### src/rtl/scanIrqPkg.sv
package scanIrqPkg;

  localparam int VID_ADDR_W = 14;

  // Strobes from the control half to the datapath half.
  typedef struct packed {
    logic runInc;    // extend the nametable run
    logic runClr;    // discard the nametable run
    logic idleClr;   // a read was seen, restart idle timing
    logic lineZero;  // first line of a frame: load count 0
    logic lineStep;  // later line: advance the count
  } snoopStrobe_t;

  // Nametable fetch: inside 0x2000..0x2FFF, attribute slots excluded.
  function automatic logic isNameFetch(input logic [VID_ADDR_W-1:0] addr);
    return (addr[13:12] == 2'b10) && (addr[9:6] != 4'hF);
  endfunction

endpackage

### src/rtl/scanIrqData.sv
module scanIrqData
  import scanIrqPkg::*;
#(
  parameter int CNT_W      = 8,
  parameter int IDLE_LIMIT = 64
) (
  input  logic                  clk,
  input  logic                  rstN,
  input  logic                  rdStrobe,
  input  logic [VID_ADDR_W-1:0] vidAddr,
  input  logic [CNT_W-1:0]      cmpVal,
  input  snoopStrobe_t          stb,
  output logic                  ntHit,
  output logic                  runTwo,
  output logic                  idleDone,
  output logic                  stepMatch,
  output logic [CNT_W-1:0]      lineCount
);

  localparam int IDLE_W = $clog2(IDLE_LIMIT + 1);
  localparam logic [IDLE_W-1:0] IDLE_LAST = IDLE_W'(IDLE_LIMIT - 1);
  localparam logic [IDLE_W-1:0] IDLE_TOP  = IDLE_W'(IDLE_LIMIT);
  localparam logic [CNT_W-1:0]  CNT_MAX   = '1;

  logic [1:0]        runLen;
  logic [IDLE_W-1:0] idleCnt;
  logic [CNT_W-1:0]  stepVal;

  assign ntHit    = isNameFetch(vidAddr);
  assign runTwo   = (runLen == 2'd2);
  assign idleDone = !rdStrobe && (idleCnt == IDLE_LAST);
  assign stepVal  = (lineCount == CNT_MAX) ? CNT_MAX : lineCount + 1'b1;
  assign stepMatch = (cmpVal != '0) && (cmpVal == stepVal);

  // Length of the current unbroken nametable run, saturating at 3.
  always_ff @(posedge clk or negedge rstN) begin
    if (!rstN)                           runLen <= '0;
    else if (stb.runClr)                 runLen <= '0;
    else if (stb.runInc && runLen != 2'd3) runLen <= runLen + 2'd1;
  end

  // Clocks since the last read, saturating at the limit.
  always_ff @(posedge clk or negedge rstN) begin
    if (!rstN)                 idleCnt <= '0;
    else if (stb.idleClr)      idleCnt <= '0;
    else if (idleCnt != IDLE_TOP) idleCnt <= idleCnt + 1'b1;
  end

  // Line counter within the frame.
  always_ff @(posedge clk or negedge rstN) begin
    if (!rstN)             lineCount <= '0;
    else if (stb.lineZero) lineCount <= '0;
    else if (stb.lineStep) lineCount <= stepVal;
  end


  sat_hold_chk: assert property (@(posedge clk) disable iff (!rstN)
    (stb.lineStep && lineCount == CNT_MAX) |=> (lineCount == CNT_MAX));


  no_double_line_chk: assert property (@(posedge clk) disable iff (!rstN)
    (stb.lineZero || stb.lineStep) |=> !runTwo);

endmodule

### src/rtl/scanIrqCtrl.sv
module scanIrqCtrl
  import scanIrqPkg::*;
(
  input  logic         clk,
  input  logic         rstN,
  input  logic         rdStrobe,
  input  logic         renderHint,
  input  logic         irqEnable,
  input  logic         irqAck,
  input  logic         ntHit,
  input  logic         runTwo,
  input  logic         idleDone,
  input  logic         stepMatch,
  output snoopStrobe_t stb,
  output logic         inFrame,
  output logic         irqOut
);

  logic lineDet;
  logic setEv;
  logic frameStop;

  assign lineDet   = rdStrobe && renderHint && ntHit && runTwo;
  assign frameStop = !renderHint || idleDone;

  always_comb begin
    stb          = '0;
    stb.idleClr  = rdStrobe;
    stb.runClr   = frameStop || (rdStrobe && !ntHit);
    stb.runInc   = rdStrobe && ntHit && renderHint;
    stb.lineZero = lineDet && !inFrame;
    stb.lineStep = lineDet && inFrame;
  end

  assign setEv = stb.lineStep && stepMatch && irqEnable;

  always_ff @(posedge clk or negedge rstN) begin
    if (!rstN)          inFrame <= 1'b0;
    else if (frameStop) inFrame <= 1'b0;
    else if (lineDet)   inFrame <= 1'b1;
  end

  always_ff @(posedge clk or negedge rstN) begin
    if (!rstN) irqOut <= 1'b0;
    else       irqOut <= setEv || (irqOut && irqEnable && !irqAck);
  end


  hint_low_idle_chk: assert property (@(posedge clk) disable iff (!rstN)
    !renderHint |=> !inFrame);


  idle_frame_end_chk: assert property (@(posedge clk) disable iff (!rstN)
    idleDone |=> !inFrame);


  ack_clears_chk: assert property (@(posedge clk) disable iff (!rstN)
    (irqAck && !setEv) |=> !irqOut);


  disabled_quiet_chk: assert property (@(posedge clk) disable iff (!rstN)
    !irqEnable |=> !irqOut);

endmodule

### src/rtl/lineIrqSnoop.sv
module lineIrqSnoop
  import scanIrqPkg::*;
#(
  parameter int CNT_W      = 8,
  parameter int IDLE_LIMIT = 64
) (
  input  logic                  clk,
  input  logic                  rstN,
  input  logic [VID_ADDR_W-1:0] vidAddr,
  input  logic                  rdStrobe,
  input  logic                  renderHint,
  input  logic [CNT_W-1:0]      cmpVal,
  input  logic                  irqEnable,
  input  logic                  irqAck,
  output logic                  irqOut,
  output logic                  inFrame,
  output logic [CNT_W-1:0]      lineCount
);

  snoopStrobe_t stb;
  logic ntHit, runTwo, idleDone, stepMatch;

  scanIrqData #(.CNT_W(CNT_W), .IDLE_LIMIT(IDLE_LIMIT)) i_data (
    .clk(clk), .rstN(rstN), .rdStrobe(rdStrobe), .vidAddr(vidAddr),
    .cmpVal(cmpVal), .stb(stb), .ntHit(ntHit), .runTwo(runTwo),
    .idleDone(idleDone), .stepMatch(stepMatch), .lineCount(lineCount)
  );

  scanIrqCtrl i_ctrl (
    .clk(clk), .rstN(rstN), .rdStrobe(rdStrobe), .renderHint(renderHint),
    .irqEnable(irqEnable), .irqAck(irqAck), .ntHit(ntHit), .runTwo(runTwo),
    .idleDone(idleDone), .stepMatch(stepMatch), .stb(stb),
    .inFrame(inFrame), .irqOut(irqOut)
  );


  frame_start_zero_chk: assert property (@(posedge clk) disable iff (!rstN)
    $rose(inFrame) |-> (lineCount == '0));


  irq_on_match_chk: assert property (@(posedge clk) disable iff (!rstN)
    $rose(irqOut) |-> (inFrame && lineCount == cmpVal && cmpVal != '0));

endmodule

### config.mk
export PLATFORM = sky130hd
export DESIGN_NAME = lineIrqSnoop
export DESIGN_NICKNAME = d
export VERILOG_FILES = /design/src/rtl/scanIrqPkg.sv /design/src/rtl/scanIrqData.sv /design/src/rtl/scanIrqCtrl.sv /design/src/rtl/lineIrqSnoop.sv
export SDC_FILE = /design/constraint.sdc
export NUM_CORES = 1
export LEC_CHECK = 0
export BUFFER_PORTS_ARGS = -buffer_cell sky130_fd_sc_hd__buf_4
export CORE_MARGIN = 2
export CORE_UTILIZATION = 51
export CTS_CLUSTER_DIAMETER = 100
export DETAILED_ROUTE_END_ITERATION = 8
export PLACE_DENSITY = 0.9
export SLEW_MARGIN = 30
export SYNTH_ARGS = -nofsm -noshare
export SYNTH_HDL_FRONTEND = slang
export SYNTH_SLANG_ARGS = --single-unit
export TNS_END_PERCENT = 20
### constraint.sdc
create_clock -name clk -period 2.4 [get_ports clk]
set_clock_uncertainty 0.1 [all_clocks]
set_input_delay 0.12 -clock clk [delete_from_list [all_inputs] [get_ports clk]]
set_output_delay 0.12 -clock clk [all_outputs]
set_load 0.02 [all_outputs]
==> summary.txt <==
Netlist cell types -> 38
Primary FF master, synth -> dfrtp_1
Reg clk slew, reported paths -> 0.12 ns
Routed Antenna Nets -> 0
CTS tree -> yes
Min-Delay Startpoint -> renderHint
Area Overhead vs Synth -> 23.8%
First DRT Iteration DRCs -> 52
Root buf cell -> clkbuf_4
R2R Setup Slk -> 0.29 ns
Cell accounting for the most synthesized area -> dfrtp_1
Max Freq -> 474 MHz
Peak supply drop -> 322 µV
Mapped Nets -> 186
Power density over the cells -> 353 mW/mm²
Drt wl/cell -> 14.9 µm
Bufs on Longest Clock Path -> 2
Layout cell share with drive strength beyond 1 -> 21.3%
Initial antenna violation count -> 0
Hold Fails Final Rpt -> 0
Min-Delay Endpoint -> i_ctrl.inFrame
Unrepaired setup endpoints after global routing -> no
Die W -> 54.8 µm
Antenna diodes -> 0
Die area -> 0.00300 mm²
Placement Setup Slack -> 0.316 ns
Final std cells w/o fill -> 218
Worst r2r src -> i_data.lineCount[1]
Fin. max-slew vios -> 0
Pin count of the biggest net entering global routing -> 20
GRT Overall Usage -> 25.2%
Flops & latches, synth -> 19
Drt drc -> 0
GP Congestion -> 0.878
Mapped Cells -> 153
Period utilisation layout -> 87.8%
Post-CTS setup buffers -> 0
Gr ovfl total -> 0
CP required -> 2.54 ns
CP endpoint kind -> flip-flop
Seq/Total Area, Yosys -> 36.2%
Clock buffer count from CTS -> 3
Leak Pwr -> 0.740 nW
Design Power -> 0.574 mW
I/O Pins -> 38
Fraction of registers with async set/reset -> 100%
Row count -> 18
Total wire length -> 3250 µm
Startpoint Class -> flip-flop
Synth top area cells -> dfrtp_1 (36%), a21oi_1 (5.3%), xnor2_1 (5.3%)
Clk_lat worst skew -> 0.30 ns
TNS Setup -> 0 ns
Via/cell ratio -> 6.07
Pre-antenna DRT Iters -> 4
Worst Reg2Reg Path Length in Cells -> 7
Reg-to-Reg End -> i_ctrl.irqOut
Fillers -> 200
Syn Std Cell Area -> 0.00131 mm²
Worst Tran Pin Value -> 0.460 ns
Outcome -> complete, no violations
Hold Path Stages -> 3
CTS sink cnt -> 19
Global-route wire length before repair -> 5280 µm
Crit path kind -> flip-flop to flip-flop
PnR worst setup slack -> 0.292 ns
Syn Area/Cell -> 8.59 µm²
DR vias -> 1323
Worst hold-check path type -> input pin to flip-flop
Core box area -> 0.00245 mm²
Max_slew headroom -> 69.1%
Hpwl dp -> 2490 µm
Max cap viols -> 0
Placed cells -> 210
Initial Utilization -> 53.5%
Die H -> 54.8 µm
Yosys Warn Count -> 0
Final nets -> 222
Crit path time final -> 2.11 ns
H-tree depth -> 1
Arrival @ worst endpoint -> 2.25 ns
Final setup viols -> 0
I/O Buffers -> 29
CP max FO -> 11
Vias in the first global route -> 1328
Synth top area share -> 36.2%
Post-synth EDFFs -> 0
==> timing repair <==
action                    4_1_cts  5_1_grt
gates resized for setup         0        0
hold endpoints to repair       26        0
hold buffers                    4        0
==> final cells by class <==
cell class / instances / area [µm²] / area share [%]
Clock buffer: 3 / 22.5 / 1.38
Clock inverter: 1 / 5.00 / 0.308
Timing Repair Buffer: 35 / 273 / 16.8
Sequential cell: 19 / 475 / 29.2
Inverter: 7 / 31.3 / 1.92
Tap cell: 30 / 37.5 / 2.31
Multi-Input combinational cell: 123 / 782 / 48.1
==> sequential cells by signal, indices dropped and copies added, names as in the netlist <==
| register | count |
|---|---|
| i_data.runLen | 2 |
| i_data.lineCount | 8 |
| i_ctrl.irqOut | 1 |
| i_ctrl.inFrame | 1 |
| i_data.idleCnt | 7 |
==> cells by family after synthesis <==
| family | after synthesis | share of synthesized area [%] |
|---|---|---|
| XOR/XNOR | 13 | 8.67 |
| buffers and inverters | 11 | 4.29 |
| multiplexers | 2 | 1.62 |
| AND/OR/NAND/NOR | 69 | 28.3 |
| flip-flops | 19 | 36.2 |
| AO/OA/AOI/OAI | 34 | 16.2 |
| adder cells (fa/ha/maj) | 5 | 4.76 |
==> critical path: stages (launching register included) <==
cell,delay (ns)
dfrtp_1,0.49
ha_1,0.43
inv_1,0.15
nor4b_1,0.46
nor3_1,0.08
nor2_1,0.11
o2111ai_1,0.11
o21ai_1,0.12
==> through the flow <==
stage	area [µm²]	hold slack, ns	util (%)
global placement	1560	-0.0918	63.5
global route	1630	0.0480	66.3
finish	1630	0.0541	66.3
floorplan	1310	-0.276	-
CTS	1630	0.0417	66.3
detailed placement	1560	-0.0859	63.5
==> worst max-delay path by stage <==
| stage | start | endpoint | slack (ns) |
|---|---|---|---|
| after floorplan | i_data.lineCount[1] | i_ctrl.irqOut | 0.50 |
| after global placement | i_data.lineCount[1] | i_ctrl.irqOut | 0.39 |
| after detailed placement | i_data.lineCount[1] | i_ctrl.irqOut | 0.32 |
| after CTS | i_data.lineCount[1] | i_ctrl.irqOut | 0.30 |
| after global routing | i_data.lineCount[1] | i_ctrl.irqOut | 0.06 |
| final | i_data.lineCount[1] | i_ctrl.irqOut | 0.29 |
==> cell usage in the layout (no fill, tap or decap), types with 3 or more instances in the layout <==
| master | n |
|---|---|
| buf_4 | 31 |
| dfrtp_1 | 19 |
| nor2_1 | 18 |
| nand2_1 | 14 |
| a21oi_1 | 14 |
| nand3_1 | 10 |
| xnor2_1 | 8 |
| inv_1 | 6 |
| and3_1 | 6 |
| xor2_1 | 5 |
| o21ai_0 | 5 |
| ha_1 | 5 |
| nor4_1 | 4 |
| dlygate4sd3_1 | 4 |
| nor3_1 | 3 |
| and4_1 | 3 |
| clkbuf_4 | 3 |
==> routing by layer <==
layer  share of wire, %  vias up  global-route usage, %
li1                   -      624                      -
met1                 39      611                   26.1
met2                 50       72                   46.8
met3                7.9       16                   3.83
met4                3.6        0                   15.0
met5                  0        -                      0
==> synthesized netlist by cell type (2+ instances only) <==
master     n
o21a_1     2
nand4_1    2
inv_1      6
nand2_1   14
xor2_1     5
a31oi_1    2
o21ai_0    5
o31ai_1    2
buf_2      2
nand2b_1   2
and4_1     3
nor4_1     4
o311a_1    2
nor3_1     3
nor4b_1    2
xnor2_1    8
nor2_1    18
ha_1       5
nand3b_1   2
and3_1     6
dfrtp_1   19
nand3_1   10
a21oi_1   14
==> power breakdown <==
| group | internal (mW) | switching [mW] | leakage [nW] | total, mW |
|---|---|---|---|---|
| Sequential | 0.325 | 0.00531 | 0.262 | 0.331 |
| Combinational | 0.0405 | 0.0390 | 0.460 | 0.0794 |
| Clock | 0.0621 | 0.102 | 0.0177 | 0.164 |
| Total | 0.428 | 0.146 | 0.740 | 0.574 |
Note: power is estimated with default switching activity, not from simulation.
